`config.mk`:
```
export PLATFORM = sky130hd
export DESIGN_NAME = ls_addr_gen
export DESIGN_NICKNAME = d
export VERILOG_FILES = /design/src/rtl/ls_addr_pkg.sv /design/src/rtl/ls_rst_sync.sv /design/src/rtl/ls_offset_sel.sv /design/src/rtl/ls_target_calc.sv /design/src/rtl/ls_mode_decode.sv /design/src/rtl/ls_addr_gen.sv
export SDC_FILE = /design/constraint.sdc
export NUM_CORES = 1
export LEC_CHECK = 0
export CORE_MARGIN = 2
export CORE_UTILIZATION = 45
export CTS_CLUSTER_SIZE = 12
export DETAILED_ROUTE_END_ITERATION = 8
export DONT_BUFFER_PORTS = 1
export PLACE_DENSITY_LB_ADDON = 0.15
export SYNTH_ARGS = -nofsm -noshare
export SYNTH_HDL_FRONTEND = slang
export SYNTH_SLANG_ARGS = --single-unit
export TNS_END_PERCENT = 100
```
`constraint.sdc`:
```
create_clock -name clk -period 0.8 [get_ports clk]
set_input_delay 0.12 -clock clk [delete_from_list [all_inputs] [get_ports clk]]
set_output_delay 0.12 -clock clk [all_outputs]
set_load 0.02 [all_outputs]
```
`src/rtl/ls_addr_pkg.sv`:
```
package ls_addr_pkg;
  localparam int unsigned WORD_W = 32;
  localparam int unsigned IMM_W  = 12;

  typedef enum logic [1:0] {
    MODE_OFFSET = 2'd0,
    MODE_PRE    = 2'd1,
    MODE_POST   = 2'd2
  } idx_mode_e;
endpackage

```
`src/rtl/ls_rst_sync.sv`:
```
module ls_rst_sync #(
  parameter int unsigned STAGES = 2
) (
  input  logic clk,
  input  logic rst_n,
  output logic rst_n_sync
);
  logic [STAGES-1:0] chain_q;

  always_ff @(posedge clk or negedge rst_n) begin
    if (!rst_n) chain_q <= '0;
    else        chain_q <= {chain_q[STAGES-2:0], 1'b1};
  end

  assign rst_n_sync = chain_q[STAGES-1];
endmodule

```
`src/rtl/ls_offset_sel.sv`:
```
module ls_offset_sel #(
  parameter int unsigned DATA_W = 32,
  parameter int unsigned IMM_W  = 12
) (
  input  logic [IMM_W-1:0]  imm_off,
  input  logic [DATA_W-1:0] reg_off,
  input  logic              use_reg,
  output logic [DATA_W-1:0] offset
);
  logic [DATA_W-1:0] imm_ext;

  generate
    if (IMM_W < DATA_W) begin : g_pad
      assign imm_ext = {{(DATA_W-IMM_W){1'b0}}, imm_off};
    end else begin : g_trunc
      assign imm_ext = imm_off[DATA_W-1:0];
    end
  endgenerate

  always_comb begin
    offset = use_reg ? reg_off : imm_ext;
  end
endmodule

```
`src/rtl/ls_target_calc.sv`:
```
module ls_target_calc #(
  parameter int unsigned DATA_W = 32
) (
  input  logic [DATA_W-1:0] base,
  input  logic [DATA_W-1:0] offset,
  input  logic              add_off,
  output logic [DATA_W-1:0] target
);
  // Carry and borrow out are dropped, so the sum wraps modulo 2^DATA_W.
  always_comb begin
    if (add_off) target = base + offset;
    else         target = base - offset;
  end
endmodule

```
`src/rtl/ls_mode_decode.sv`:
```
module ls_mode_decode
  import ls_addr_pkg::*;
(
  input  logic      pre_idx,
  input  logic      wb_req,
  output idx_mode_e mode,
  output logic      use_base_addr,
  output logic      wb_needed
);
  always_comb begin
    if (!pre_idx)    mode = MODE_POST;   // wb_req has no say here
    else if (wb_req) mode = MODE_PRE;
    else             mode = MODE_OFFSET;
    use_base_addr = (mode == MODE_POST);
    wb_needed     = (mode != MODE_OFFSET);
  end
endmodule

```
`src/rtl/ls_addr_gen.sv`:
```
module ls_addr_gen
  import ls_addr_pkg::*;
#(
  parameter int unsigned DATA_W = WORD_W,
  parameter int unsigned IMM_W  = ls_addr_pkg::IMM_W,
  parameter int unsigned SYNC_STAGES = 2
) (
  input  logic              clk,
  input  logic              rst_n,
  input  logic              in_valid,
  input  logic [DATA_W-1:0] base,
  input  logic [IMM_W-1:0]  imm_off,
  input  logic [DATA_W-1:0] reg_off,
  input  logic              off_is_reg,
  input  logic              pre_idx,
  input  logic              add_off,
  input  logic              byte_xfer,
  input  logic              wb_req,
  input  logic              is_load,
  output logic              out_valid,
  output logic [DATA_W-1:0] addr,
  output logic              byte_sel,
  output logic              load_flag,
  output logic [DATA_W-1:0] wb_value,
  output logic              wb_en
);
  logic              rst_n_int;
  logic [DATA_W-1:0] offset;
  logic [DATA_W-1:0] target;
  idx_mode_e         mode;
  logic              use_base_addr;
  logic              wb_needed;

  logic [DATA_W-1:0] addr_d, addr_q;
  logic [DATA_W-1:0] wbv_d, wbv_q;
  logic              byte_d, byte_q;
  logic              load_d, load_q;
  logic              valid_d, valid_q;
  logic              wben_d, wben_q;
  logic              data_en;

  ls_rst_sync #(.STAGES(SYNC_STAGES)) u_rst (
    .clk(clk), .rst_n(rst_n), .rst_n_sync(rst_n_int)
  );

  ls_offset_sel #(.DATA_W(DATA_W), .IMM_W(IMM_W)) u_off (
    .imm_off(imm_off), .reg_off(reg_off), .use_reg(off_is_reg), .offset(offset)
  );

  ls_target_calc #(.DATA_W(DATA_W)) u_calc (
    .base(base), .offset(offset), .add_off(add_off), .target(target)
  );

  ls_mode_decode u_mode (
    .pre_idx(pre_idx), .wb_req(wb_req), .mode(mode),
    .use_base_addr(use_base_addr), .wb_needed(wb_needed)
  );

  // Next-state logic
  always_comb begin
    data_en = in_valid;
    addr_d  = use_base_addr ? base : target;
    wbv_d   = target;
    byte_d  = byte_xfer;
    load_d  = is_load;
    valid_d = in_valid;
    wben_d  = in_valid & wb_needed;
  end

  // Control registers: reset, updated every cycle
  always_ff @(posedge clk or negedge rst_n_int) begin
    if (!rst_n_int) begin
      valid_q <= 1'b0;
      wben_q  <= 1'b0;
    end else begin
      valid_q <= valid_d;
      wben_q  <= wben_d;
    end
  end

  // Data registers: no reset, written only on an accepted request
  always_ff @(posedge clk) begin
    if (data_en) begin
      addr_q <= addr_d;
      wbv_q  <= wbv_d;
      byte_q <= byte_d;
      load_q <= load_d;
    end
  end

  assign out_valid = valid_q;
  assign wb_en     = wben_q;
  assign addr      = addr_q;
  assign wb_value  = wbv_q;
  assign byte_sel  = byte_q;
  assign load_flag = load_q;
endmodule

```
-- Yosys cells after proc, flatten, opt, wreduce, memory -nomap -nowiden
Cells that the tools add are included.
- word-level logic and storage cells: 17
- output and inout port bits: 68
- register bits: 70
- input port bits: 85
- equality and inequality tests: 1
- bitwise logic cells: 1
- reduce and logical (&&, ||, !) cells: 1
- $add $sub $neg: 2
- multiplexer cells: 5
- operators with widths (operator ; number):
    32-bit two-way mux ; 3
    32-bit adder ; 1
    32-bit subtractor ; 1
    2-bit equality test, second input constant ; 1
    2-bit two-way mux ; 1
    2-bit nonzero test ; 1
    1-bit bitwise AND ; 1
    1-bit two-way mux ; 1

-- Logic depth before layout (Yosys ltp)
- word-level depth: 4
- depth in mapped cells: 22
- mapped depth without buffers: 17

-- Cells and area by module
Synthesis repeated with hierarchy kept, for this count alone.
- cells, all modules: 510
- area, all modules: 5441.5 um2
- by module, submodules not included (module ; sequential area each (um2) ; area each (um2) ; instances ; cells each):
    ls_addr_gen ; 2031.9 ; 2582.5 ; 1 ; 105
    ls_target_calc ; 0.0 ; 2466.1 ; 1 ; 363
    ls_offset_sel ; 0.0 ; 319.1 ; 1 ; 35
    ls_rst_sync ; 50.0 ; 53.8 ; 1 ; 3
    ls_mode_decode ; 0.0 ; 20.0 ; 1 ; 4

-- Least setup slack after synthesis
Ideal clock, no wire load.
- path type: input port to flip-flop
- start point: in off_is_reg
- end point: reg addr_q[28] (netlist: addr[28]), data pin
- stages on the path: 22
- buffers on the path: 5
- library setup time: 261 ps
- required time: 539 ps
- setup slack: -3752 ps
- arrival: 4291 ps
- path through: buf_4 -> clkbuf_8 -> clkbuf_1 -> buf_1 -> mux2i_1 -> ha_1 -> inv_1 -> a221oi_2 -> and4b_1 -> and3_1 -> a21oi_1 -> nor2_1 -> a211oi_1 -> ha_1 -> clkbuf_1 -> nand2_1 -> nor3_1 -> nand2_1 -> a211oi_1 -> o21ai_0 -> and2_1 -> a221o_1
- longest elaborated chain between the ends: 4
- elaborated cells between the ends (all ways): 5
- classes of those cells: add/sub: 2; mux: 3
- RTL lines (item ; RTL line ; RTL):
    start, declared ; ls_addr_gen.sv:14 ; input logic off_is_reg,
    32-bit two-way mux (*) ; ls_offset_sel.sv:21 ; offset = use_reg ? reg_off : imm_ext;
    32-bit subtractor / 32-bit adder (equally long branches) ; ls_target_calc.sv:12, ls_target_calc.sv:11 ;
    32-bit two-way mux (*) ; ls_target_calc.sv:11 ; if (add_off) target = base + offset;
    32-bit two-way mux (*) ; ls_addr_gen.sv:62 ; addr_d = use_base_addr ? base : target;
    named net addr_d[28] ; ls_addr_gen.sv:34 ; logic [DATA_W-1:0] addr_d, addr_q;
    end signal, assigned ; ls_addr_gen.sv:84 ; addr_q <= addr_d;
    end, declared ; ls_addr_gen.sv:34 ;
Mark *: on every way through the listed nets, which the timed path passes. The rest lies on a longest branch.
A chain may end at the register's enable or synchronous reset.

-- Worst setup path in the final report
- start point: in imm_off[0]
- end point: reg addr_q[28] (netlist: addr[28]), data pin
- longest elaborated chain between the ends: 4
- elaborated cells between the ends (all ways): 5
- classes of those cells: add/sub: 2; mux: 3
- RTL lines (item ; RTL line ; RTL):
    start, declared ; ls_addr_gen.sv:12 ; input logic [IMM_W-1:0] imm_off,
    32-bit two-way mux (*) ; ls_offset_sel.sv:21 ;
    32-bit subtractor / 32-bit adder (equally long branches) ; ls_target_calc.sv:12, ls_target_calc.sv:11 ;
    32-bit two-way mux (*) ; ls_target_calc.sv:11 ;
    32-bit two-way mux (*) ; ls_addr_gen.sv:62 ;
    named net addr_d[28] ; ls_addr_gen.sv:34 ;
Marked as above.

==> qor.csv <==
stage,metric,value,unit
hold_path,hold_class,in -> reg,
routing,wl_per_cell,19.8,um
timing,rsz0062_at_grt,true,
cells_and_area,diodes,0,
clock_tree,cts_buffers,9,
global_routing,track_usage,25.0,%
place,dpl.hpwl,12300,um
routing,drt_iter0_markers,268,
routing,firstDrtPassIters,4,
critical_path,arrival,3.45,ns
global_routing,grt_first_pass_wirelength,25400,um
logic_synthesis,yosysSeqAreaShare,38.1,%
status,outcome,finished with violations,
critical_path,worst-path-buf-inv,1,
timing,worst_pin_slew,0.491,ns
pwr,p_per_area,2100,mW/mm^2
pwr,vdd_drop_max,1550,uV
timing,setup_viol,131,
clock_tree,htree_num_levels,3,
logic_synthesis,synthCells,568,
timing,fin_ws,-2.56,ns
critical_path,crit_chain,"or4_4, a222oi_1, buf_4, and4bb_4, nand3_2, nand2_2, o21ai_1, a32oi_2, ha_4, nand4_1, nor2_2, nand2_2, a211oi_4, o21ai_2, and2_4, a221o_1",
cells_and_area,final-seq-area,0.00208,mm^2
logic_synthesis,synth_edf_count,66,
critical_path,worstPathMaxFanout,5,
clock_tree,cts-root-buf,clkbuf_16,
floorplan,die_h,114,um
critical_path,crit_type,in -> reg,
critical_path,cp.required,0.89,ns
routing,viasPerCell,5.81,
clock_tree,clk_latency,0.34,ns
cells_and_area,multi_input_comb_area,0.00434,mm^2
floorplan,die_x,114,um
global_routing,grt_remaining_overflow,0,
clock_tree,cts.clk_slew.worst_paths,0.06,ns
pwr,power,17.8,mW
floorplan,coreArea,0.0119,mm^2
place,globalplace.congestion,0.882,
logic_synthesis,syn_avg_cell_area,9.61,um^2
logic_synthesis,yosysWarnings,0,
clock_tree,cts_tree,built,
place,portBuffers,0,
floorplan,ios,153,
clock_tree,cts_buffer_depth,2,
timing,tns,-139.74,ns
timing,drv_slew,0,
cells_and_area,area_delta_synth_final,55.0,%
critical_path,worst_setup_path_end_kind,register,
critical_path,max_stage_delay,0.52,ns
logic_synthesis,async_reset_ff_share,5.71,%
routing,postRouteAntennaNets,0,
logic_synthesis,ys_types,69,
timing,whs,-0.182,ns
global_routing,grt_max_degree,70,
floorplan,start_util,45.8,%
critical_path,crit_top_cell,nand2_2,
cells_and_area,fin_util,71.1,%
routing,vias,5091,
routing,drc,0,
global_routing,grt_pass1_vias,4980,
timing,max_freq,297,MHz
critical_path,cp_top_family,simple AND/OR/NAND/NOR gates,
logic_synthesis,synth_area,0.00546,mm^2
place,place_ws,-3.10,ns
critical_path,start_kind,input port,
clock_tree,clock_sinks,70,
critical_path,critical_path.slowest_cell,or4_4,
timing,fin_crit,3.36,ns
run,drv_cap,0,
routing,wl,17300,um
logic_synthesis,synthFlopType,edfxtp_1,
cells_and_area,layout.nets,850,
timing,final_hold_viol_count,76,
floorplan,rows,40,
logic_synthesis,synthesis.nets,693,
logic_synthesis,synth-seq-cells,70,
status,violations,"hold timing, setup timing",
timing,fin_crit_sh,420,%
cells_and_area,drive_gt1_share,51.9,%
floorplan,die_area,0.0130,mm^2
global_routing,antenna_found_initial,0,
cells_and_area,nFillCells,883,
clock_tree,hold_buffers,7,
timing,skew,0.00134,ns
timing,relSlewSlack,66.9,%
pwr,p_leak,3.35,nW
[Yosys cell counts (10+ instances only)]
library cell,n,share of area (%)
edfxtp_1,66,36
inv_1,20,1.4
nand2_1,50,3.4
ha_1,39,8.9
clkbuf_1,21,1.4
xor2_1,13,2.1
a21o_1,10,1.4
a31oi_1,14,1.6
a21oi_1,52,4.8
nand3_1,10,0.92
xnor2_1,31,5.0
o21ai_0,24,2.2
nor2_1,49,3.4
mux2_2,25,5.2
[per-layer routing]
| metal | GRT usage, % | up-vias | wire, um |
|---|---|---|---|
| li1 | - | 2441 | - |
| met1 | 30.6 | 2464 | 7020 |
| met2 | 43.8 | 163 | 8890 |
| met3 | 6.78 | 23 | 1120 |
| met4 | 6.02 | 0 | 295 |
| met5 | 0 | - | 0 |
[cell type report]
class / count / area share [%]
sequential: 70 / 24.6
clock buffer: 10 / 2.82
inverter: 20 / 0.916
timing repair buffer: 173 / 16.7
clock inverter: 6 / 1.57
multi-input combinational: 451 / 51.2
tap: 147 / 2.17
[flip-flops by register name (all words and copies together), names as in the netlist]
name           cells
byte_sel           1
load_flag          1
wb_value          32
u_rst.chain_q      2
out_valid          1
addr              32
wb_en              1
[report_power, final]
group	internal [mW]	switching, mW
Combinational	3.68	3.03
Sequential	4.99	1.05
Clock	3.44	1.60
Total	12.1	5.68
[stage by stage]
step	cell area [um^2]	cells
2_1_floorplan	5730	568
3_3_place_gp	6720	818
3_5_place_dp	6720	818
4_1_cts	7680	850
5_1_grt	8470	877
6_report	8470	877
[logic make-up (layout without fill, tap and decap cells)]
logic type	count (synthesis)	after routing	share of synthesized area (%)
other cells	1	1	0.0687
fa+ha+maj	40	40	9.30
mux	34	34	6.81
buf+inv	47	209	3.48
simple gates	167	167	15.1
xor+xnor	44	44	7.06
compound gates	165	165	20.1
flops	70	70	38.1
[what timing repair did]
item / 4_1_cts / 5_1_grt
gates resized for setup: 90 / 113
cloned: 0 / 0
endpoints found under the hold margin: 94 / 85
endpoints found under the setup margin: 131 / 131
buffers inserted: 12 / 30
pin swaps: 53 / 67
[path summary, 6_finish.rpt]
path | startpoint | end | slack (ns) | depth (start not counted)
setup / recovery | imm_off[0] | addr[28]$_DFFE_PP_ | -2.56 | 16
setup reg to reg | u_rst.chain_q[0]$_DFF_PN0_ | u_rst.chain_q[1]$_DFF_PN0_ | 0.31 | 0
hold reg to reg | u_rst.chain_q[1]$_DFF_PN0_ | wb_en$_DFF_PN0_ | 0.02 | 0
min in group asynchronous | rst_n | u_rst.chain_q[0]$_DFF_PN0_ | 0.02 | 1
max in group asynchronous | u_rst.chain_q[1]$_DFF_PN0_ | out_valid$_DFF_PN0_ | 0.65 | 0
hold / removal | in_valid | out_valid$_DFF_PN0_ | -0.18 | 0
[placed cells by master, fill, tap and decap left out, types with 14 or more instances in the layout]
cell,Yosys,routed
buf_4,1,143
mux2_2,25,14
inv_1,20,18
nand2_1,50,38
a21oi_2,0,25
a21oi_1,52,18
ha_1,39,22
buf_6,0,22
ha_4,0,14
edfxtp_1,66,66
nor2_1,49,39
xnor2_1,31,21
No activity file was read; power rests on OpenSTA's default activity.
